==> src/rtl/psw_pkg.sv <==
package psw_pkg;

    localparam int PSW_W = 16;

    localparam int POS_CF = 0;
    localparam int POS_PF = 2;
    localparam int POS_AF = 4;
    localparam int POS_ZF = 6;
    localparam int POS_SF = 7;
    localparam int POS_TF = 8;
    localparam int POS_IE = 9;
    localparam int POS_DF = 10;
    localparam int POS_OF = 11;

    typedef enum logic [1:0] {
        OPC_ADD   = 2'd0,
        OPC_SUB   = 2'd1,
        OPC_LOGIC = 2'd2,
        OPC_NONE  = 2'd3
    } op_class_e;

    typedef enum logic [2:0] {
        CMD_NOP     = 3'd0,
        CMD_SET_IE  = 3'd1,
        CMD_CLR_IE  = 3'd2,
        CMD_SET_DIR = 3'd3,
        CMD_CLR_DIR = 3'd4
    } ctl_cmd_e;

    typedef enum logic {
        ST_RUN     = 1'b0,
        ST_SERVICE = 1'b1
    } svc_state_e;

    typedef struct packed {
        logic cf;
        logic pf;
        logic af;
        logic zf;
        logic sf;
        logic of;
    } cond_t;

    function automatic cond_t cond_from_word(input logic [PSW_W-1:0] w);
        cond_t c;
        c.cf = w[POS_CF];
        c.pf = w[POS_PF];
        c.af = w[POS_AF];
        c.zf = w[POS_ZF];
        c.sf = w[POS_SF];
        c.of = w[POS_OF];
        return c;
    endfunction

    function automatic logic [PSW_W-1:0] pack_word(input cond_t c, input logic t,
                                                   input logic ie, input logic d);
        logic [PSW_W-1:0] w;
        w = 16'hF002;
        w[POS_CF] = c.cf;
        w[POS_PF] = c.pf;
        w[POS_AF] = c.af;
        w[POS_ZF] = c.zf;
        w[POS_SF] = c.sf;
        w[POS_OF] = c.of;
        w[POS_TF] = t;
        w[POS_IE] = ie;
        w[POS_DF] = d;
        return w;
    endfunction

endpackage

==> src/rtl/psw_cond_calc.sv <==
module psw_cond_calc
    import psw_pkg::*;
#(
    parameter int DATA_W = 16
) (
    input  logic              byte_mode,
    input  logic [1:0]        op_class,
    input  logic [DATA_W-1:0] op_a,
    input  logic [DATA_W-1:0] op_b,
    input  logic [DATA_W-1:0] result,
    input  logic              carry_msb,
    input  cond_t             cur,
    output cond_t             nxt
);
    localparam int BYTE_W = 8;
    localparam int NIB    = 4;

    logic a_s, b_s, r_s, is_zero, even_par, half;

    always_comb begin
        a_s      = byte_mode ? op_a[BYTE_W-1]   : op_a[DATA_W-1];
        b_s      = byte_mode ? op_b[BYTE_W-1]   : op_b[DATA_W-1];
        r_s      = byte_mode ? result[BYTE_W-1] : result[DATA_W-1];
        is_zero  = byte_mode ? (result[BYTE_W-1:0] == '0) : (result == '0);
        even_par = ~^result[BYTE_W-1:0];
        half     = op_a[NIB] ^ op_b[NIB] ^ result[NIB];
    end

    always_comb begin
        nxt = cur;
        unique case (op_class_e'(op_class))
            OPC_ADD: begin
                nxt = '{cf: carry_msb, pf: even_par, af: half, zf: is_zero, sf: r_s,
                        of: (a_s == b_s) && (r_s != a_s)};
            end
            OPC_SUB: begin
                nxt = '{cf: carry_msb, pf: even_par, af: half, zf: is_zero, sf: r_s,
                        of: (a_s != b_s) && (r_s != a_s)};
            end
            OPC_LOGIC: begin
                nxt = '{cf: 1'b0, pf: even_par, af: cur.af, zf: is_zero, sf: r_s, of: 1'b0};
            end
            OPC_NONE: begin
                nxt = cur;
            end
        endcase
    end

endmodule

==> src/rtl/psw_ctrl_fsm.sv <==
module psw_ctrl_fsm
    import psw_pkg::*;
(
    input  logic       clk,
    input  logic       rst_n,
    input  logic [2:0] ctl_cmd,
    input  logic       irq_enter,
    input  logic       irq_return,
    input  logic       pop_valid,
    input  logic       pop_tf,
    input  logic       pop_ie,
    input  logic       pop_df,
    output logic       tf,
    output logic       ie,
    output logic       df
);
    svc_state_e state_q, state_d;
    logic tf_q, ie_q, df_q, sv_tf_q, sv_ie_q;
    logic tf_d, ie_d, df_d, sv_tf_d, sv_ie_d;

    always_ff @(posedge clk or negedge rst_n) begin
        if (!rst_n) begin
            state_q <= ST_RUN;
            tf_q    <= 1'b0;
            ie_q    <= 1'b0;
            df_q    <= 1'b0;
            sv_tf_q <= 1'b0;
            sv_ie_q <= 1'b0;
        end else begin
            state_q <= state_d;
            tf_q    <= tf_d;
            ie_q    <= ie_d;
            df_q    <= df_d;
            sv_tf_q <= sv_tf_d;
            sv_ie_q <= sv_ie_d;
        end
    end

    always_comb begin
        state_d = state_q;
        tf_d    = tf_q;
        ie_d    = ie_q;
        df_d    = df_q;
        sv_tf_d = sv_tf_q;
        sv_ie_d = sv_ie_q;

        case (ctl_cmd_e'(ctl_cmd))
            CMD_SET_IE:  ie_d = 1'b1;
            CMD_CLR_IE:  ie_d = 1'b0;
            CMD_SET_DIR: df_d = 1'b1;
            CMD_CLR_DIR: df_d = 1'b0;
            default:     ;
        endcase

        unique case (state_q)
            ST_RUN: begin
                if (irq_enter) begin
                    sv_tf_d = tf_q;
                    sv_ie_d = ie_q;
                    tf_d    = 1'b0;
                    ie_d    = 1'b0;
                    state_d = ST_SERVICE;
                end
            end
            ST_SERVICE: begin
                if (irq_enter) begin
                    sv_tf_d = tf_q;
                    sv_ie_d = ie_q;
                    tf_d    = 1'b0;
                    ie_d    = 1'b0;
                end else if (irq_return) begin
                    tf_d    = sv_tf_q;
                    ie_d    = sv_ie_q;
                    state_d = ST_RUN;
                end
            end
        endcase

        if (pop_valid) begin
            state_d = state_q;
            sv_tf_d = sv_tf_q;
            sv_ie_d = sv_ie_q;
            tf_d    = pop_tf;
            ie_d    = pop_ie;
            df_d    = pop_df;
        end
    end

    assign tf = tf_q;
    assign ie = ie_q;
    assign df = df_q;

endmodule

==> src/rtl/psw_unit.sv <==
module psw_unit
    import psw_pkg::*;
#(
    parameter int DATA_W = 16
) (
    input  logic              clk,
    input  logic              rst_n,
    input  logic              alu_valid,
    input  logic [1:0]        op_class,
    input  logic              byte_mode,
    input  logic [DATA_W-1:0] alu_a,
    input  logic [DATA_W-1:0] alu_b,
    input  logic [DATA_W-1:0] alu_result,
    input  logic              carry_msb,
    input  logic [2:0]        ctl_cmd,
    input  logic              irq_enter,
    input  logic              irq_return,
    input  logic              pop_valid,
    input  logic [15:0]       pop_word,
    output logic [15:0]       psw,
    output logic              cf,
    output logic              pf,
    output logic              af,
    output logic              zf,
    output logic              sf,
    output logic              of,
    output logic              tf,
    output logic              ief,
    output logic              df
);
    cond_t cond_q, cond_calc;

    psw_cond_calc #(.DATA_W(DATA_W)) i_calc (
        .byte_mode (byte_mode),
        .op_class  (op_class),
        .op_a      (alu_a),
        .op_b      (alu_b),
        .result    (alu_result),
        .carry_msb (carry_msb),
        .cur       (cond_q),
        .nxt       (cond_calc)
    );

    psw_ctrl_fsm i_ctrl (
        .clk        (clk),
        .rst_n      (rst_n),
        .ctl_cmd    (ctl_cmd),
        .irq_enter  (irq_enter),
        .irq_return (irq_return),
        .pop_valid  (pop_valid),
        .pop_tf     (pop_word[POS_TF]),
        .pop_ie     (pop_word[POS_IE]),
        .pop_df     (pop_word[POS_DF]),
        .tf         (tf),
        .ie         (ief),
        .df         (df)
    );

    always_ff @(posedge clk or negedge rst_n) begin
        if (!rst_n) begin
            cond_q <= '0;
        end else if (pop_valid) begin
            cond_q <= cond_from_word(pop_word);
        end else if (alu_valid) begin
            cond_q <= cond_calc;
        end
    end

    always_comb begin
        psw = pack_word(cond_q, tf, ief, df);
        cf  = cond_q.cf;
        pf  = cond_q.pf;
        af  = cond_q.af;
        zf  = cond_q.zf;
        sf  = cond_q.sf;
        of  = cond_q.of;
    end

endmodule

==> config.mk <==
export PLATFORM = sky130hd
export DESIGN_NAME = psw_unit
export DESIGN_NICKNAME = d
export VERILOG_FILES = /design/src/rtl/psw_pkg.sv /design/src/rtl/psw_cond_calc.sv /design/src/rtl/psw_ctrl_fsm.sv /design/src/rtl/psw_unit.sv
export SDC_FILE = /design/constraint.sdc
export NUM_CORES = 1
export LEC_CHECK = 0
export BUFFER_PORTS_ARGS = -buffer_cell sky130_fd_sc_hd__buf_2
export CORE_ASPECT_RATIO = 0.5
export CORE_UTILIZATION = 35
export CTS_CLUSTER_DIAMETER = 60
export DETAILED_ROUTE_END_ITERATION = 10
export GPL_ROUTABILITY_DRIVEN = 0
export MAX_ROUTING_LAYER = met4
export PLACE_DENSITY = 0.77
export RECOVER_POWER = 50
export SETUP_SLACK_MARGIN = 0.3
export SYNTH_ARGS = -nofsm -noshare
export SYNTH_HDL_FRONTEND = slang
export SYNTH_SLANG_ARGS = --single-unit
==> constraint.sdc <==
create_clock -name clk -period 1.15 [get_ports clk]
set_input_delay 0.23 -clock clk [delete_from_list [all_inputs] [get_ports clk]]
set_output_delay 0.23 -clock clk [all_outputs]
set_load 0.05 [all_outputs]
==> results.cfg, run 1 <==
[status]
status = complete, no violations

[yosys]
seq_area_frac_synth_pct = 31.0
syn_area_sq_um = 970
synthDistinctLibCells = 34
syn_area_per_cell_sq_um = 8.98
ys.flop_type = dfrtp_1
synth_edf_count = 0
synthCells = 108
ys_warn_count = 0
synthArstFlopShare_pct = 100
ys_ff_latch = 12

[timing]
fin_crit_ps = 1120
hold_viol = 0
finalSetupViolCount = 0
rsz0062_at_grt = true
maxSlewViolCount = 0
max_freq_ghz = 0.895
clock_skew_ps = 0.353
min_period_over_period_pct = 97.1

[clock_tree]
root_buffer = clkbuf_8
cts-htree-levels = 1
clock_latency_ps = 240
cts_buffers = 3
cts_buffer_depth = 2
cts.sinks = 12
cts_tree = built
path_clk_slew_ps = 50

[power_and_ir_drop]
cellPowerDensity_nw_per_um2 = 1200
p_total_mw = 1.94
p_sw_mw = 0.756
max-vdd-ir-drop_mv = 0.500
combPwrFrac_pct = 48.1
switching_share_pct = 39.1
power_frac_seq_pct = 28.0
p_leak_nw = 0.764
p_int_mw = 1.18
clockPowerShare_pct = 23.8

[routing]
wl_per_cell_um = 11.7
dr.pass1.iters = 6
wl_mm = 2.43
viasPerCell = 4.57
final_antenna_net_count = 0
drt_iter0_drc = 37
drc = 0
vias = 945

[critical_path]
crit_path_end = i_ctrl.ie
cp_max_fo = 5
cp_top_family = compound AO/OA/AOI/OAI gates
criticalPathCategory = reg -> reg
worstSetupStartpoint = i_ctrl.ie
worstPathArrival_ps = 1230
r2r_start = i_ctrl.ie
crit_chain = o21bai_1, a222oi_1, o41ai_1
crit_path_top_delay_cell = dfrtp_2
r2r_cells = 3
reg2reg_to = i_ctrl.ie
startpoint_type = register
critPathMaxStageDelay_ps = 440
worstPathRequired_ps = 1260
rrSetupSlack_ps = 30
end_kind = register
crit_cells = 3
path_buf_inv = 0

[layout]
multiInputGateArea_sq_um = 632
num-nets-final = 252
syn_to_final_growth_pct = 66.7
antenna_cells = 0
utilization_pct = 61.7
design_area_sq_um = 1620
fillCellCount = 231
regArea_sq_um = 310
layout-drive-gt1-share_pct = 61.2

[floorplanning]
dieArea_sq_um = 3000
placementRows = 13
io-pin-count = 102
die_x_um = 76.4
core_sq_um = 2620
die-height_um = 39.2
start_util_pct = 37.0

[grt]
grt.overflow.total = 0
grt_max_degree = 13
grt_antenna_before_repair = 0
grt_first_pass_wirelength_mm = 3.55
grt_usage_pct = 16.1
grt_pass1_vias = 793

[place]
port_buffers = 61
place_hpwl_mm = 1.88
place_area_sq_um = 1340

[run]
maxCapViolations = 0

[worst_hold_path]
hold_class = in -> reg
-- sequential cells by signal, summed over array words and instances (netlist names) --
register        cells
i_ctrl.sv_ie_q      1
zf                  1
pf                  1
i_ctrl.df           1
i_ctrl.ie           1
sf                  1
of                  1
cf                  1
i_ctrl.sv_tf_q      1
i_ctrl.tf           1
af                  1
i_ctrl.state_q      1
-- worst min-delay path by stage --
stage                            start             end  slack, ps  depth (start not counted)
final                     pop_word[10]       i_ctrl.df        200                          3
after global routing      pop_word[10]       i_ctrl.df        200                          3
after CTS                 pop_word[10]       i_ctrl.df        190                          3
after detailed placement         rst_n  i_ctrl.sv_tf_q        130                          1
after global placement           rst_n  i_ctrl.sv_tf_q        130                          1
after floorplan                  rst_n              af        -70                          0
-- layer usage --
layer	routed length, um	global-route usage (%)	share of wire, %	vias up
li1	-	-	-	466
met4	9	4.33	0.37	0
met5	0	-	0	-
met3	133	3.53	5.5	2
met1	1040	19.2	43	437
met2	1250	28.8	51	40
-- power groups by stage --
| stage | sequential, mW | combinational, mW | clock [mW] |
|---|---|---|---|
| 3_3_place_gp | 0.530 | 0.773 | 0 |
| 6_report | 0.543 | 0.932 | 0.462 |
| 4_1_cts | 0.538 | 0.909 | 0.483 |
| 3_5_place_dp | 0.534 | 0.783 | 0 |
| 2_1_floorplan | 0.678 | 0.545 | 0 |
| 5_1_grt | 0.550 | 0.984 | 0.491 |
-- per-stage QoR --
stage / instances / TNS [ps] / worst slack, ps / hold slack (ps)
final: 207 / 0 / 32.9 / 200
after floorplan: 113 / -86.8 / -78.2 / -65.6
after CTS: 206 / 0 / 55.4 / 194
after global routing: 207 / 0 / 9.81 / 199
after detailed placement: 198 / -498 / -282 / 128
after global placement: 198 / -489 / -271 / 125
-- cells in the final DEF (no fill, tap or decap), drive strengths merged --
cell	synthesis	routed
o31ai	2	2
nor4	2	2
inv	10	10
mux2i	5	5
nor2b	4	4
o21bai	1	1
conb	2	7
mux2	5	5
dfrtp	12	12
o41ai	1	1
nand2b	2	2
a22oi	1	1
buf	17	62
dlygate4sd3	0	1
a21boi	1	1
nor3	2	2
a21oi	4	4
o32a	1	1
o21ai	5	5
nand3	1	1
ha	4	4
a222oi	1	1
xor2	1	1
nor4b	2	2
nand2	11	11
o21a	1	1
nor2	4	4
xnor2	5	5
clkbuf	1	12
-- worst min-delay path, stage by stage --
cell and delay (ps):
buf_2 80, nand2_1 40, o31ai_1 50
-- cell type report --
class                           count  area share (%)
Inverter                           10            3.56
Clock buffer                        4            3.41
Timing Repair Buffer               71            31.9
Sequential cell                    12            19.2
Tap cell                           37            2.86
Multi-Input combinational cell     73            39.1
-- cell usage after synthesis, drive strengths merged (2+ instances only) --
master,instances,area [sq um]
a21oi,4,20.0
buf,17,131
conb,2,7.51
dfrtp,12,300
ha,4,50.1
inv,10,37.5
mux2,5,63.8
mux2i,5,50.1
nand2,11,41.3
nand2b,2,12.5
nor2,4,15.0
nor2b,4,27.5
nor3,2,10.0
nor4,2,12.5
nor4b,2,30.0
o21ai,5,25.0
o31ai,2,15.0
xnor2,5,43.8
-- cell families after synthesis --
kind of cell               after synthesis  synth area share, %
buffers and inverters                   28                 17.8
DFF                                     12                 31.0
adders and majority gates                4                 5.16
other                                    2                0.774
muxes                                   10                 11.7
and+or+nand+nor                         28                 15.9
AOI/OAI and AO/OA                       18                 12.3
xor gates and xnor gates                 6                 5.42
-- what timing repair did --
action | 4_1_cts | 5_1_grt
endpoints found under the setup margin | 23 | 29
gates resized for setup | 41 | 16
hold buffers | 1 | 0
endpoints found under the hold margin | 12 | 0
setup buffers | 3 | 1
pin swaps | 8 | 8
(Power assumes the default switching activity.)
==> inputs of run 2 (changes only) <==
--- a/config.mk
+++ b/config.mk
@@ -6,7 +6,7 @@
 export NUM_CORES = 1
 export LEC_CHECK = 0
 export BUFFER_PORTS_ARGS = -buffer_cell sky130_fd_sc_hd__buf_2
-export CORE_ASPECT_RATIO = 0.5
+export CORE_MARGIN = 8
 export CORE_UTILIZATION = 35
 export CTS_CLUSTER_DIAMETER = 60
 export DETAILED_ROUTE_END_ITERATION = 10
==> run 2 against run 1 <==
Effect of this change:
- die area is 57% higher
- first-iteration DRC count down 32%
- setup slack lost 10 ps
- sequential cell count is the same
- total power fell by 1.6%
- sequential share of layout area decreased by 1.1 points
- register-to-register slack improved by 20 ps
- clock skew up 3.7 ps
- worst hold slack got worse by 38 ps
- routed wire length up 26%
- non-clock buffer count grew 1
- largest power group unchanged
==> results.cfg, run 2 (synthesis results as in run 1) <==
[status]
status = complete, no violations

[critical_path]
startpoint_type = register
critPathMaxStageDelay_ps = 450
end_kind = primary output
cp_max_fo = 5
reg2reg_to = i_ctrl.ie
worstPathRequired_ps = 920
path_buf_inv = 1
worstPathArrival_ps = 900
crit_path_top_delay_cell = dfrtp_2
r2r_cells = 3
criticalPathCategory = reg -> out
r2r_start = i_ctrl.ie
crit_cells = 1
rrSetupSlack_ps = 50
cp_top_family = flip-flops
crit_chain = buf_6

[timing]
fin_hold_ws_ps = 161
worst_slack_ps = 23.0
hold_viol = 0
maxSlewViolCount = 0
max_freq_ghz = 0.887
fin_crit_ps = 1130
worst_pin_slew_ps = 673
clock_skew_ps = 4.06
rsz0062_at_grt = true
finalSetupViolCount = 0
min_period_over_period_pct = 98.0
max_slew_margin_pct = 55.1

[place]
dp_slack_ps = -302
dp_cells = 191
place_area_sq_um = 1330
port_buffers = 61
place_hpwl_mm = 2.33

[grt]
grt_usage_pct = 12.9
grt_pass1_vias = 1089
grt_first_pass_wirelength_mm = 4.62
grt_max_degree = 13
grt_antenna_before_repair = 0
grt.overflow.total = 0

[routing]
dr.pass1.iters = 4
final_antenna_net_count = 0
wl_mm = 3.06
drt_iter0_drc = 25
drc = 0
viasPerCell = 4.80
vias = 969
wl_per_cell_um = 15.1

[floorplanning]
die-height_um = 68.6
placementRows = 19
dieArea_sq_um = 4710
io-pin-count = 102
start_util_pct = 36.1
die_x_um = 68.6
core_sq_um = 2690

[run]
maxCapViolations = 0

[layout]
fin_cells = 202
final_common_cell = buf_2
design_area_sq_um = 1710
num-nets-final = 253
antenna_cells = 0
final_cell_mix = buf_2, buf_8, buf_6, nand2_1, dfrtp_2
syn_to_final_growth_pct = 76.8
layout-drive-gt1-share_pct = 66.1

[worst_hold_path]
hold_class = in -> reg
hp-start = pop_word[8]
min_to = i_ctrl.tf
min_path_cells = 3

[power_and_ir_drop]
p_leak_nw = 0.803
cellPowerDensity_nw_per_um2 = 1110
max-vdd-ir-drop_mv = 0.701

[clock_tree]
cts_buffers = 3
root_buffer = clkbuf_4
path_clk_slew_ps = 80
cts-htree-levels = 1
cts_buffer_depth = 2
cts_tree = built
clock_latency_ps = 280
cts.sinks = 12
run 2: cell types whose count changed in the layout (fill, tap and decap cells not counted), moves of 3 or more:
cell      before  now
buf_6         22   14
clkbuf_4       1    4
clkbuf_8       4    1
buf_2         34   31
buf_8          1   15
clkbuf_1       6    3
run 2: worst max-delay path by stage:
stage / slack, ps / to / start
6_report: 20 / ief / i_ctrl.ie
5_1_grt: -3 / ief / i_ctrl.ie
4_1_cts: 20 / psw[9] / i_ctrl.ie
3_5_place_dp: -300 / pf / alu_result[4]
3_3_place_gp: -270 / pf / alu_result[4]
2_1_floorplan: -80 / pf / alu_result[4]
run 2: cell type report:
cell class,count,area [sq um]
clock buffers,4,36.3
fillers,238,972
inverters,10,62.6
multi-input cells,73,649
flip-flops and latches,12,310
well taps,31,38.8
repair buffers,72,617
run 2: routing by layer:
layer	GRT usage, %	routed length [um]	vias to the layer above
met5	-	0	-
met4	3.84	29	0
met3	2.26	212	5
met2	23.7	1600	48
met1	13.8	1210	448
li1	-	-	468
run 2: repair_timing:
action	in CTS	in global routing
setup endpoints to repair	23	28
hold buffers	1	0
gates resized for setup	44	36
pin swaps	7	8
buffers inserted	3	3
endpoints found under the hold margin	12	0
run 2: through the flow:
stage,setup TNS (ps),utilization (%),power (mW)
3_5_place_dp,-485,49.5,1.32
5_1_grt,-5.94,63.8,1.99
6_report,0,63.8,1.91
4_1_cts,0,57.8,1.80
3_3_place_gp,-392,49.5,1.31
2_1_floorplan,-86.8,-,1.22
run 2: worst reg2reg max path, delay by kind of cell (launching register included):
family | cells | cell delay, ps
flip-flops | 1 | 450
AO/OA/AOI/OAI | 3 | 510
run 2: where the power goes:
part           leakage, nW  internal [mW]  switching [mW]
clock               0.0210          0.193           0.149
combinational        0.646          0.456           0.558
sequential           0.136          0.483          0.0677
==> inputs of run 3 (changes only) <==
--- a/config.mk
+++ b/config.mk
@@ -15,6 +15,8 @@
 export PLACE_DENSITY = 0.77
 export RECOVER_POWER = 50
 export SETUP_SLACK_MARGIN = 0.3
+export SLEW_MARGIN = 20
 export SYNTH_ARGS = -nofsm -noshare
 export SYNTH_HDL_FRONTEND = slang
+export SYNTH_HIERARCHICAL = 1
 export SYNTH_SLANG_ARGS = --single-unit
==> run 3 against run 2 <==
Effect of this change:
- setup slack lost 7.3 ps
- clock skew grew 8.4 ps
- utilization grew 2.4 points
- clock power shrank 23%
- first-iteration DRC count rose by 4.0%
- cell count is 7.4% higher
- total power is 6.0% lower
- sequential share of layout area fell by 0.59 points
- via count grew 5.0%
- sequential cell count is the same
- worst hold slack improved by 8.1 ps
- register-to-register slack hardly changed
- largest power group unchanged
==> results.cfg, run 3 <==
[worst_hold_path]
hold_class = in -> reg
min_to = of
min_path_cells = 3
hp-start = pop_word[11]

[critical_path]
path_buf_inv = 1
worstPathRequired_ps = 920
startpoint_type = register
worstPathArrival_ps = 900
criticalPathCategory = reg -> out
crit_path_top_delay_cell = dfrtp_2
critPathMaxStageDelay_ps = 460
r2r_start = i_ctrl/ie
cp_top_family = flip-flops
rrSetupSlack_ps = 40
r2r_cells = 3
end_kind = primary output
reg2reg_to = i_ctrl/ie
crit_chain = buf_6
cp_max_fo = 5

[yosys]
synthDistinctLibCells = 27
ys.flop_type = dfrtp_1
synthArstFlopShare_pct = 100
ys_warn_count = 6
synth_common_cells = buf_4, nand2_1, dfrtp_1, inv_1, mux2i_1
seq_area_frac_synth_pct = 31.0
ys_ff_latch = 12
synth_top_area_share_pct = 31.0
syn_area_sq_um = 970
synth_edf_count = 0
yosys.area.top_type = dfrtp_1
syn_area_per_cell_sq_um = 8.51
synth_area_leaders = dfrtp_1, buf_4, mux2i_1, nand2_1, ha_1
synthCells = 114
yosysMostFrequentCell = buf_4

[timing]
fin_crit_ps = 1130
max_slew_margin_pct = 56.2
finalSetupViolCount = 0
min_period_over_period_pct = 98.6
worst_pin_slew_ps = 657
max_freq_ghz = 0.882
fin_hold_ws_ps = 169
rsz0062_at_grt = true
clock_skew_ps = 12.5
hold_viol = 0
maxSlewViolCount = 0
tns_ps = 0
worst_slack_ps = 15.7

[status]
status = complete, no violations

[layout]
num-nets-final = 268
fillCellCount = 193
final_common_cell = buf_2
design_area_sq_um = 1780
utilization_pct = 66.2
final_cell_mix = buf_2, buf_8, buf_6, nand2_1, buf_4
syn_to_final_growth_pct = 83.5
fin_cells = 217
antenna_cells = 0
layout-drive-gt1-share_pct = 65.1

[routing]
viasPerCell = 4.69
final_antenna_net_count = 0
vias = 1017
dr.pass1.iters = 4
drt_iter0_drc = 26
wl_mm = 3.21
drc = 0
wl_per_cell_um = 14.8

[floorplanning]
io-pin-count = 102
start_util_pct = 36.1
dieArea_sq_um = 4710
core_sq_um = 2690
placementRows = 19
die-height_um = 68.6
die_x_um = 68.6

[grt]
grt_usage_pct = 13.7
grt_first_pass_wirelength_mm = 4.77
grt_max_degree = 13
grt_pass1_vias = 1079
grt.overflow.total = 0
grt_antenna_before_repair = 0

[clock_tree]
path_clk_slew_ps = 80
cts_tree = built
root_buffer = clkbuf_4
clock_latency_ps = 270
cts.sinks = 12
cts_buffers = 3
cts_buffer_depth = 2
cts-htree-levels = 1

[place]
place_area_sq_um = 1360
port_buffers = 61
place_hpwl_mm = 2.43
dp_cells = 201
dp_slack_ps = -339

[power_and_ir_drop]
p_total_mw = 1.79
max-vdd-ir-drop_mv = 0.707
cellPowerDensity_nw_per_um2 = 1010
p_leak_nw = 0.867

[run]
maxCapViolations = 0
==> run 3: cell types whose count changed after synthesis, sizes merged, moves of 2 or more <==
| cell | delta |
|---|---|
| mux2i | +4 |
| nor2b | -4 |
| mux2 | -2 |
| o21ai | +5 |
| nor4b | -2 |
| nand2 | +5 |
| o31ai | +2 |
==> run 3: worst max-delay path by stage <==
stage               startpoint        end  slack [ps]  depth (start not counted)
floorplan            byte_mode         of         -70                          6
global placement     byte_mode         of        -270                          7
detailed placement   byte_mode         of        -340                          7
CTS                  i_ctrl/ie        ief          30                          1
global route         i_ctrl/ie  i_ctrl/ie         -20                          3
finish               i_ctrl/ie     psw[9]          20                          1
==> run 3: layout make-up <==
type                            count  area, sq um  area share [%]
Timing Repair Buffer               81          707            39.7
Tap cell                           31         38.8            2.18
Multi-Input combinational cell     79          633            35.6
Clock buffer                        4         26.3            1.48
Sequential cell                    12          312            17.5
Inverter                           10         62.6            3.52
==> run 3: metal layers <==
| layer | part of all wire, % | track usage (%) | routed length (um) | vias to the layer above |
|---|---|---|---|---|
| li1 | - | - | - | 507 |
| met1 | 37 | 14.2 | 1200 | 471 |
| met2 | 55 | 24.3 | 1770 | 33 |
| met3 | 5.1 | 3.23 | 163 | 6 |
| met4 | 2.5 | 5.63 | 80 | 0 |
| met5 | 0 | - | 0 | - |
==> run 3: worst register-to-register path: cells and delay by family, from the launching register on <==
kind / cells / cell delay [ps]
AOI/OAI and AO/OA: 3 / 570
DFF: 1 / 440
==> run 3: logic make-up (layout without fill, tap and decap cells) <==
kind of cell / Yosys count / after routing / synth area share [%]
xor+xnor: 6 / 6 / 5.42
compound gates: 21 / 21 / 13.2
mux: 12 / 12 / 12.8
other cells: 2 / 7 / 0.774
simple gates: 29 / 29 / 13.8
flops: 12 / 12 / 31.0
fa+ha+maj: 4 / 4 / 5.16
buf+inv: 28 / 95 / 17.9
==> run 3: repair_timing <==
item,4_1_cts,5_1_grt
cloned,0,0
hold buffers,1,0
pin swaps,14,15
gates resized for setup,57,32
setup buffers,8,3
hold endpoints to repair,12,0
endpoints found under the setup margin,26,29
==> run 3: power by group <==
group / internal, mW / switching (mW)
Combinational: 0.459 / 0.524
Clock: 0.134 / 0.129
Sequential: 0.477 / 0.0688
Total: 1.07 / 0.722
